<file path="config.mk">
export PLATFORM = sky130hd
export DESIGN_NAME = ecc_err_capture
export DESIGN_NICKNAME = d
export VERILOG_FILES = /design/src/rtl/ecc_cap_pkg.sv /design/src/rtl/ecc_half_capture.sv /design/src/rtl/ecc_sbe_counter.sv /design/src/rtl/ecc_err_capture.sv
export SDC_FILE = /design/constraint.sdc
export NUM_CORES = 1
export LEC_CHECK = 0
export BUFFER_PORTS_ARGS = -buffer_cell sky130_fd_sc_hd__buf_2
export CAP_MARGIN = 30
export CORE_MARGIN = 10
export CORE_UTILIZATION = 40
export DETAILED_ROUTE_END_ITERATION = 10
export SLEW_MARGIN = 20
export SYNTH_ARGS = -nofsm -noshare
export SYNTH_HDL_FRONTEND = slang
export SYNTH_SLANG_ARGS = --single-unit
</file>
<file path="constraint.sdc">
create_clock -name clk -period 4.95 [get_ports clk]
set_input_delay 0.2475 -clock clk [delete_from_list [all_inputs] [get_ports clk]]
set_output_delay 0.2475 -clock clk [all_outputs]
set_load 0.005 [all_outputs]
</file>
<file path="src/rtl/ecc_cap_pkg.sv">
package ecc_cap_pkg;
  localparam int POS_W  = 6;
  localparam int DATA_W = 32;
  localparam int REG_AW = 4;

  localparam logic [3:0] KEY_ON  = 4'hA;
  localparam logic [3:0] KEY_OFF = 4'h5;

  localparam logic [REG_AW-1:0] OFS_KEY     = 4'h0;
  localparam logic [REG_AW-1:0] OFS_STATUS  = 4'h1;
  localparam logic [REG_AW-1:0] OFS_STCLR   = 4'h2;
  localparam logic [REG_AW-1:0] OFS_COUNT   = 4'h3;
  localparam logic [REG_AW-1:0] OFS_THRESH  = 4'h4;
  localparam logic [REG_AW-1:0] OFS_FLAG    = 4'h5;
  localparam logic [REG_AW-1:0] OFS_FLCLR   = 4'h6;
  localparam logic [REG_AW-1:0] OFS_POS     = 4'h7;
  localparam logic [REG_AW-1:0] OFS_SADR_LO = 4'h8;
  localparam logic [REG_AW-1:0] OFS_SADR_HI = 4'h9;
  localparam logic [REG_AW-1:0] OFS_UADR_LO = 4'hA;
  localparam logic [REG_AW-1:0] OFS_UADR_HI = 4'hB;

  typedef struct packed {
    logic             sbe;
    logic             ube;
    logic             pol;
    logic             chk;
    logic [POS_W-1:0] pos;
  } half_ev_t;
endpackage

</file>
<file path="src/rtl/ecc_half_capture.sv">
module ecc_half_capture
  import ecc_cap_pkg::*;
#(
  parameter int ADDR_W   = 32,
  parameter int HALF_IDX = 0
) (
  input  logic              clk,
  input  logic              rst,
  input  logic              chk_en,
  input  logic              ev_valid,
  input  half_ev_t          ev,
  input  logic [ADDR_W-1:0] ev_addr,
  input  logic [2:0]        clr,
  output logic [2:0]        status,
  output logic [ADDR_W-1:0] sbe_addr,
  output logic [ADDR_W-1:0] ube_addr,
  output logic              err_chk,
  output logic [POS_W-1:0]  err_pos,
  output logic              sbe_hit
);
  logic              ube_hit;
  logic [1:0]        fail_left;
  logic              unc_left;
  logic [ADDR_W-1:0] aligned;

  assign ube_hit   = chk_en && ev_valid && ev.ube;
  assign sbe_hit   = chk_en && ev_valid && ev.sbe && !ev.ube;
  assign fail_left = status[1:0] & ~clr[1:0];
  assign unc_left  = status[2] & ~clr[2];
  assign aligned   = {ev_addr[ADDR_W-1:4], 1'(HALF_IDX), 3'b000};

  always_ff @(posedge clk) begin
    if (rst) begin
      status   <= '0;
      sbe_addr <= '0;
      ube_addr <= '0;
      err_chk  <= 1'b0;
      err_pos  <= '0;
    end else begin
      status <= (status & ~clr) | {ube_hit, sbe_hit & ev.pol, sbe_hit & ~ev.pol};
      if (sbe_hit && fail_left == 2'b00) begin
        sbe_addr <= aligned;
        err_chk  <= ev.chk;
        err_pos  <= ev.pos;
      end
      if (ube_hit && !unc_left) ube_addr <= aligned;
    end
  end

  AST_OFF_NO_SET: assert property (@(posedge clk) disable iff (rst)
    (!chk_en && clr == 3'b000) |=> $stable(status));
  AST_STATUS_STICKY: assert property (@(posedge clk) disable iff (rst)
    (clr == 3'b000) |=> ((status & $past(status)) == $past(status)));
  AST_SBE_ADDR_HOLD: assert property (@(posedge clk) disable iff (rst)
    ((status[1:0] & ~clr[1:0]) != 2'b00) |=> $stable(sbe_addr));
endmodule

</file>
<file path="src/rtl/ecc_sbe_counter.sv">
module ecc_sbe_counter #(
  parameter int CNT_W = 16
) (
  input  logic             clk,
  input  logic             rst,
  input  logic [1:0]       inc_n,
  input  logic             load,
  input  logic [CNT_W-1:0] load_val,
  input  logic [CNT_W-1:0] thr,
  output logic [CNT_W-1:0] count,
  output logic             hit
);
  logic [CNT_W:0] sum;
  logic           reach;

  assign sum   = {1'b0, count} + {{(CNT_W-1){1'b0}}, inc_n};
  assign reach = (inc_n != 2'd0) && (sum >= {1'b0, thr});
  assign hit   = reach && !load;

  always_ff @(posedge clk) begin
    if (rst)                  count <= '0;
    else if (load)            count <= load_val;
    else if (inc_n != 2'd0)   count <= reach ? thr : sum[CNT_W-1:0];
  end

  AST_CNT_SATURATES: assert property (@(posedge clk) disable iff (rst)
    (inc_n != 2'd0 && !load) |=> (count <= $past(thr)));
endmodule

</file>
<file path="src/rtl/ecc_err_capture.sv">
module ecc_err_capture
  import ecc_cap_pkg::*;
#(
  parameter int ADDR_W = 32,
  parameter int CNT_W  = 16
) (
  input  logic              clk,
  input  logic              rst,
  input  logic              ev_valid,
  input  logic [ADDR_W-1:0] ev_addr,
  input  logic [1:0]        ev_sbe,
  input  logic [1:0]        ev_ube,
  input  logic [1:0]        ev_pol,
  input  logic [1:0]        ev_chk,
  input  logic [2*POS_W-1:0] ev_pos,
  input  logic              reg_wr,
  input  logic              reg_rd,
  input  logic [REG_AW-1:0] reg_addr,
  input  logic [DATA_W-1:0] reg_wdata,
  output logic [DATA_W-1:0] reg_rdata,
  output logic              irq_sbe,
  output logic              irq_ube
);
  localparam int HALVES  = 2;
  localparam int HI_BASE = DATA_W / 2;

  logic [3:0]       key;
  logic             chk_en;
  logic [CNT_W-1:0] thr;
  logic [CNT_W-1:0] count;
  logic [1:0]       flag;
  logic             cnt_hit;
  logic [1:0]       flag_clr;

  logic [2:0]        st     [HALVES];
  logic [2:0]        st_clr [HALVES];
  logic [ADDR_W-1:0] s_adr  [HALVES];
  logic [ADDR_W-1:0] u_adr  [HALVES];
  logic [HALVES-1:0] h_chk;
  logic [POS_W-1:0]  h_pos  [HALVES];
  logic [HALVES-1:0] h_sbe;

  logic wr_key, wr_stclr, wr_cnt, wr_thr, wr_flclr;

  assign chk_en   = (key == KEY_ON);
  assign wr_key   = reg_wr && reg_addr == OFS_KEY;
  assign wr_stclr = reg_wr && reg_addr == OFS_STCLR;
  assign wr_cnt   = reg_wr && reg_addr == OFS_COUNT;
  assign wr_thr   = reg_wr && reg_addr == OFS_THRESH;
  assign wr_flclr = reg_wr && reg_addr == OFS_FLCLR;
  assign flag_clr = wr_flclr ? reg_wdata[1:0] : 2'b00;

  for (genvar h = 0; h < HALVES; h++) begin : g_half
    half_ev_t hev;
    assign hev.sbe = ev_sbe[h];
    assign hev.ube = ev_ube[h];
    assign hev.pol = ev_pol[h];
    assign hev.chk = ev_chk[h];
    assign hev.pos = ev_pos[h*POS_W +: POS_W];
    assign st_clr[h] = wr_stclr ? reg_wdata[h*HI_BASE +: 3] : 3'b000;

    ecc_half_capture #(.ADDR_W(ADDR_W), .HALF_IDX(h)) u_half (
      .clk      (clk),
      .rst      (rst),
      .chk_en   (chk_en),
      .ev_valid (ev_valid),
      .ev       (hev),
      .ev_addr  (ev_addr),
      .clr      (st_clr[h]),
      .status   (st[h]),
      .sbe_addr (s_adr[h]),
      .ube_addr (u_adr[h]),
      .err_chk  (h_chk[h]),
      .err_pos  (h_pos[h]),
      .sbe_hit  (h_sbe[h])
    );
  end

  ecc_sbe_counter #(.CNT_W(CNT_W)) u_cnt (
    .clk      (clk),
    .rst      (rst),
    .inc_n    ({1'b0, h_sbe[0]} + {1'b0, h_sbe[1]}),
    .load     (wr_cnt),
    .load_val (reg_wdata[CNT_W-1:0]),
    .thr      (thr),
    .count    (count),
    .hit      (cnt_hit)
  );

  always_ff @(posedge clk) begin
    if (rst) begin
      key  <= KEY_OFF;
      thr  <= '0;
      flag <= 2'b00;
    end else begin
      if (wr_key) key <= reg_wdata[3:0];
      if (wr_thr) thr <= reg_wdata[CNT_W-1:0];
      flag[0] <= (flag[0] & ~flag_clr[0]) | cnt_hit;
      flag[1] <= (flag[1] & ~flag_clr[1]) | (chk_en && ev_valid && ev_ube != 2'b00);
    end
  end

  assign irq_sbe = flag[0];
  assign irq_ube = flag[1];

  logic [DATA_W-1:0] rd_mux;
  always_comb begin
    rd_mux = '0;
    unique case (reg_addr)
      OFS_KEY:     rd_mux[3:0] = key;
      OFS_STATUS: begin
        rd_mux[2:0]           = st[0];
        rd_mux[HI_BASE +: 3]  = st[1];
      end
      OFS_COUNT:   rd_mux[CNT_W-1:0] = count;
      OFS_THRESH:  rd_mux[CNT_W-1:0] = thr;
      OFS_FLAG:    rd_mux[1:0] = flag;
      OFS_POS: begin
        rd_mux[POS_W-1:0]         = h_pos[0];
        rd_mux[8]                 = h_chk[0];
        rd_mux[HI_BASE +: POS_W]  = h_pos[1];
        rd_mux[HI_BASE + 8]       = h_chk[1];
      end
      OFS_SADR_LO: rd_mux[ADDR_W-1:0] = s_adr[0];
      OFS_SADR_HI: rd_mux[ADDR_W-1:0] = s_adr[1];
      OFS_UADR_LO: rd_mux[ADDR_W-1:0] = u_adr[0];
      OFS_UADR_HI: rd_mux[ADDR_W-1:0] = u_adr[1];
      default:     rd_mux = '0;
    endcase
  end

  always_ff @(posedge clk) begin
    if (rst)         reg_rdata <= '0;
    else if (reg_rd) reg_rdata <= rd_mux;
  end

  AST_UBE_FLAG: assert property (@(posedge clk) disable iff (rst)
    (chk_en && ev_valid && ev_ube != 2'b00) |=> irq_ube);
  AST_OFF_NO_FLAG: assert property (@(posedge clk) disable iff (rst)
    (!chk_en && flag_clr == 2'b00) |=> $stable(flag));
endmodule

</file>
# == After elaboration in Yosys (flattened, before gate mapping) ==
# Index checks and enable logic that the tools add are counted.
# classes
magnitude_cmp,1
mux,18
n_bitwise,26
n_eq_ne,12
n_reduce_logical,30
addsub,2
# ops
cell,n
$mux 16,3
$pmux 7 s6,1
$pmux 7 s4,1
$pmux 2 s6,2
$eq 4x4->1 const B,5
$logic_and 1x1->1,19
$pmux 3 s6,1
$add 16x2->17,1
$ge 17x16->1,1
$eq 4x3->1 const B,4
$pmux 3 s5,1
$pmux 2 s7,1
$pmux 1 s5,2
$and 1x1->1,8
$eq 4x2->1 const B,2
$pmux 2 s4,1
$pmux 1 s7,1
$and 3x3->3,2
$mux 3,2
$not 1->1,6
$not 3->3,2
$or 3x3->3,2
$pmux 1 s6,1
$reduce_bool 2->1,3
other kinds (9),17
# totals
output_inout_bits,34
word_cells,104
reg_bits,204

# == Depth between registers and ports, before layout ==
# depth
word_depth,11
depth_mapped,18
ltp_nobuf,17

# == Hierarchy ==
# Synthesis repeated with hierarchy kept, for this count alone.
# hier_totals
hier_cells,1159
area_unflattened_um2,10953.0
# by_module_without_submodules
module,seq_area_each_um2,cells_each,area_each_um2,instances
ecc_err_capture,1081.0,395,3538.4,1
ecc_half_capture (g_half[1].u_half),1361.3,273,2882.8,1
ecc_half_capture (g_half[0].u_half),1321.3,268,2835.2,1
ecc_sbe_counter,320.3,223,1696.6,1

# == Worst setup path after synthesis ==
# Ideal clock, no wire load.
# synth_timing
kind,flip-flop to flip-flop
start,register key[0]
end,register u_cnt.count[10]
arrival_ns,3.940
path_slack_ns,0.880
setup_time_ns,0.130
t_required_ns,4.820
path_stages_with_launch,19
path_cell_list,dfxtp_1 > nand3b_1 > nor3b_2 > and3b_2 > ha_1 > ha_1 > fa_1 > nand4_1 > nor2_1 > nand3_1 > xnor2_1 > ha_1 > a21o_1 > a21oi_2 > o41ai_2 > a2111oi_4 > buf_6 > mux2i_1 > o22ai_1
# synth_between
elab_chain_len,11
word_cells_on_any_way,15
cone_classes,2 x add/sub; 1 x order compare; 1 x eq/ne; 3 x mux; 8 x reduce/logical
# synth_lines
item,line_no,rtl
start: declaration,ecc_err_capture.sv:27,logic [3:0] key;
start signal: assignment,ecc_err_capture.sv:96,if (wr_key) key <= reg_wdata[3:0];
$eq 4x4->1 *,ecc_err_capture.sv:45,assign chk_en = (key == KEY_ON);
$logic_and 1x1->1 *,ecc_half_capture.sv:27,assign sbe_hit = chk_en && ev_valid && ev.sbe && !ev.ube;
$logic_and 1x1->1 (2 in a row),ecc_half_capture.sv:27,
$add 1x1->2 *,ecc_err_capture.sv:82,".inc_n ({1'b0, h_sbe[0]} + {1'b0, h_sbe[1]}),"
$add 16x2->17,ecc_sbe_counter.sv:16,"assign sum = {1'b0, count} + {{(CNT_W-1){1'b0}}, inc_n};"
$ge 17x16->1,ecc_sbe_counter.sv:17,"assign reach = (inc_n != 2'd0) && (sum >= {1'b0, thr});"
$logic_and 1x1->1,ecc_sbe_counter.sv:17,
$mux 16 (2 in a row),ecc_sbe_counter.sv:23,else if (inc_n != 2'd0) count <= reach ? thr : sum[CNT_W-1:0];
$mux 16,ecc_sbe_counter.sv:22,else if (load) count <= load_val;
end signal: assignment,ecc_sbe_counter.sv:22,
end signal: assignment,ecc_sbe_counter.sv:23,
end: declaration,ecc_sbe_counter.sv:10,"output logic [CNT_W-1:0] count,"
# Mark *: on every way between the ends. The rest lies on a longest branch, timed or not. The select of a mux whose other input is x is not followed.
# A chain may end at the register's enable or synchronous reset.

# == Worst setup path after layout ==
# layout_timing
start,register key[0]
end,register u_cnt.count[0]
# Same word-level chain as after synthesis.

==> impl.org <==
** Outcome
- Result of the run :: finished, final reports clean

** Timing
- Across all hold checks on the routed design, the worst slack comes to 0.01377 ns.
- Setup repair after global routing left no endpoint under its margin.
- Final slew viol count :: 0
- F_max :: 0.2228 GHz
- Headroom to the max-slew limit :: 0.3455
- Between clock sinks in the finished design, the worst skew comes to 0.01101 ns.
- The final-report hold violation count is 0.
- Across all setup checks in the final design, the least slack found is 0.4612 ns.
- Adding up every negative setup slack in the final design gives 0 ns.
- Actual slew at the worst max-slew pin :: 0.9795 ns
- Final setup violation count :: 0
- Of the available clock period, the critical path in the final layout requires 0.9068.
- After layout, the minimum clock period comes to 4.489 ns.

** Critical path
- Reg-to-reg critical path startpoint :: key[0]
- Critical Setup Path Class :: register to register
- Of all nets on the critical path, the largest fanout is 11.
- Setup crit start kind :: register
- Critical Path Start :: key[0]
- For the worst setup path, the data arrival time is 4.93 ns.
- Element type at the critical path end :: register
- Data required time at the worst endpoint :: 5.39 ns

** GRT
- Antenna violations before repair :: 1
- In the global route stage, overall resource usage came out at 0.1791.
- Entering global routing, the biggest net connects 80 pins.
- Global routing finished with a remaining overflow of 0.
- The first global-routing pass estimated 45480 um of wire.
- The number of global-route vias before repair was 8070.

** Power
- Power Density :: 307.9 nW/um2
- Internal Power :: 2726 uW
- Clock network fraction of design power :: 0.471
- For this design the total switching power over the nets is 860.7 uW.
- VDD sags by at most 0.0002080 V.
- Sequential power share :: 0.461
- Of the total power, the share spent switching nets is 0.2400.
- In this run the static leakage power is 0.004106 uW.
- Of the total power, combinational logic draws 0.068.

** Synth
- Ranked by total cell area, the synthesized netlist is headed by dfxtp_1 (42%), mux2i_1 (7.8%), nand2_1 (5.5%).
- Yosys mapped a number of flops with a built-in enable equal to 0.
- Total of flip-flops plus latches after synthesis :: 204
- After synthesis, the share of flip-flops with an asynchronous set or reset is 0.
- Counting distinct cell types in the post-synthesis netlist gives 60.
- Of the total synthesized cell area, the portion taken by AND, OR, NAND and NOR gates is 0.1929.
- When the netlist entered floorplanning its net count stood at 1222.
- Mapped Cells :: 1108
- For this run, the number of Yosys warnings is 0.
- Cell type contributing the most total cell area after synthesis :: dfxtp_1
- In the synthesized netlist the dominant register cell turns out to be dfxtp_1.
- Fraction of the yosys area taken by sequential cells :: 0.4207
- Largest family of logic cells by synthesized area :: compound AO/OA/AOI/OAI gates
- A synthesized cell averages 8.762 um2.
- The share of synthesized area in the top cell type comes to 0.4207.
- Share of the synthesized area in compound gates (AO/OA/AOI/OAI) :: 0.2097
- Parity-gate share of the synthesized area counting xor and xnor cells :: 0.01263
- Synthesized-area fraction occupied by adder cells :: 0.02784
- Share of synthesized area spent on multiplexers :: 0.07952
- The synthesized netlist occupies a cell area of 9708 um2.

** Floorplan
- The die covers 30900 um2.
- The initial utilization of the core area, before any placement, comes to 0.4099.
- The floorplan step set the die width to 175.8 um.
- In this run the vertical extent of the chip is 175.8 um.
- Std cell rows :: 56
- Pin placement for this block handled 127 I/O pins.
- Area inside the core boundary :: 23680 um2

** Clocking
- In this run the clock root is driven by a clkbuf_16.
- The number of gates resized after CTS was 0.
- CTS saw 204 sinks.
- CTS built an H-tree with a depth of 1.
- Worst skew pair latency :: 0.52 ns
- CTS tree :: yes
- CTS buffer count :: 24
- Clk buf depth :: 3
- Clock-pin slew was measured on the worst setup and hold paths at 0.06 ns.

** Cells and area
- Leading cell types in the layout, fill and taps excluded :: dfxtp_1 (204), nand2_1 (143), nor2_1 (112)
- Final net count :: 1344
- Across the whole layout, storage elements account for 4084 um2.
- Leading cell type in the layout, fill and taps excluded :: dfxtp_1
- Signed area change from the synthesized netlist to the final layout :: 19.99%
- Fraction of layout cells with a size suffix above 1 :: 0.2488
- Counting the fill cells in the layout gives 2311.
- The multi-input combinational cells in the finished layout cover a total of 5119 um2.

** Drt
- Vias after detailed routing :: 8383
- Detail-routed net length per standard cell :: 18.38 um
- Number of detailed-routing iterations run before antenna repair :: 5
- After detailed routing, the number of remaining DRC violations is 0.
- Antenna-violating nets left :: 0
- Summed over all layers, the routed wires come to 28780 um.
- DRT iter0 DRCs :: 771
- In the routed layout, each cell is associated on average with a via count of 5.353.

** Flow run
- Number of max-capacitance violations reported :: 0

** Placed design
- RD Place Congestion :: 0.8631
- PortBufs :: 109
- Place WS :: 0.5085 ns
- Placed wire-length estimate :: 18710 um

** Min path
- Class of the most critical hold timing path :: primary input to register
- The worst hold path begins at ev_addr[9].
==> flip-flops by register name (all words and copies together), names as in the netlist <==
name / flops
g_half.u_half.status: 6
flag: 2
key: 4
g_half.u_half.ube_addr: 57
thr: 16
g_half.u_half.sbe_addr: 57
reg_rdata: 32
u_cnt.count: 16
g_half.u_half.err_pos: 12
g_half.u_half.err_chk: 2
==> area by class of cell <==
cell class,instances,share of cell area
antenna,1,0.0002148
tap,319,0.03426
timing repair buffer,176,0.1032
inverter,22,0.007089
clock buffer,33,0.05961
sequential,204,0.3506
multi-input combinational,802,0.4394
clock inverter,9,0.005585
==> critical path, stage by stage, from the launching register on <==
cell and delay [ns]:
dfxtp_1 0.31, nand3b_1 0.16, nor3b_2 0.33, and3b_2 0.28, ha_1 0.25, ha_1 0.22
fa_1 0.47, nand4_1 0.20, nor2_1 0.11, nand3_1 0.13, xnor2_1 0.15, ha_1 0.27
a21o_1 0.17, a21oi_2 0.15, o41ai_2 0.11, a2111oi_4 0.31, buf_4 0.30, mux2_2 0.36
o22ai_1 0.12
==> cells in the mapped netlist (3+ instances only) <==
| library cell | instances |
|---|---|
| xor2_1 | 6 |
| dfxtp_1 | 204 |
| a21o_1 | 5 |
| o22ai_1 | 16 |
| a21oi_1 | 98 |
| ha_1 | 20 |
| a21oi_2 | 61 |
| a22oi_1 | 69 |
| nor2_1 | 113 |
| nor3_1 | 6 |
| nand4_1 | 11 |
| or3_1 | 4 |
| nor2b_1 | 3 |
| buf_4 | 4 |
| clkbuf_1 | 49 |
| xnor2_1 | 8 |
| nand2_1 | 143 |
| nand2b_1 | 4 |
| a31oi_1 | 11 |
| and3_1 | 20 |
| o21ai_0 | 8 |
| inv_2 | 3 |
| a222oi_1 | 5 |
| nand3_1 | 17 |
| nand2_2 | 60 |
| buf_12 | 6 |
| mux2i_1 | 76 |
| buf_6 | 5 |
| inv_1 | 19 |
| buf_2 | 14 |
==> path summary, 6_finish.rpt <==
path / cells past startpoint / slack, ns / to
setup / recovery: 18 / 0.46 / u_cnt.count[0]
setup reg to reg: 18 / 0.46 / u_cnt.count[0]
hold reg to reg: 2 / 0.46 / g_half[1].u_half.sbe_addr[12]
hold / removal: 3 / 0.01 / g_half[1].u_half.sbe_addr[9]
==> cells by family after synthesis <==
group | after synthesis
simple gates | 398
compound gates | 292
flops | 204
buf+inv | 102
mux | 77
fa+ha+maj | 21
xor+xnor | 14
==> metrics by stage <==
stage / total power (uW) / utilization / cell area [um2] / std cells
CTS: 3617 / 0.4911 / 11630 / 1564
global route: 3707 / 0.4919 / 11650 / 1566
finish: 3586 / 0.4919 / 11650 / 1566
detailed placement: 1899 / 0.4375 / 10360 / 1471
global placement: 1898 / 0.4367 / 10340 / 1470
floorplan: 1810 / - / 9708 / 1108
==> power groups by stage <==
stage / Clock [uW] / Combinational, uW / Sequential, uW
final: 1690 / 242 / 1650
after global routing: 1790 / 259 / 1650
after CTS: 1720 / 243 / 1650
after detailed placement: 0 / 209 / 1690
after global placement: 0 / 209 / 1690
after floorplan: 0 / 123 / 1690
==> timing repair <==
item | in CTS | in global routing
hold buffers | 51 | 0
endpoints found under the hold margin | 77 | 0
setup buffers | 0 | 0
==> layer usage <==
metal	global-route usage	vias up	routed length (um)
li1	-	4129	-
met5	0	-	0
met1	0.2360	4007	12940
met3	0.03045	31	1734
met2	0.3014	216	13710
met4	0.03532	0	398
Power figures use the tool's default switching activity.
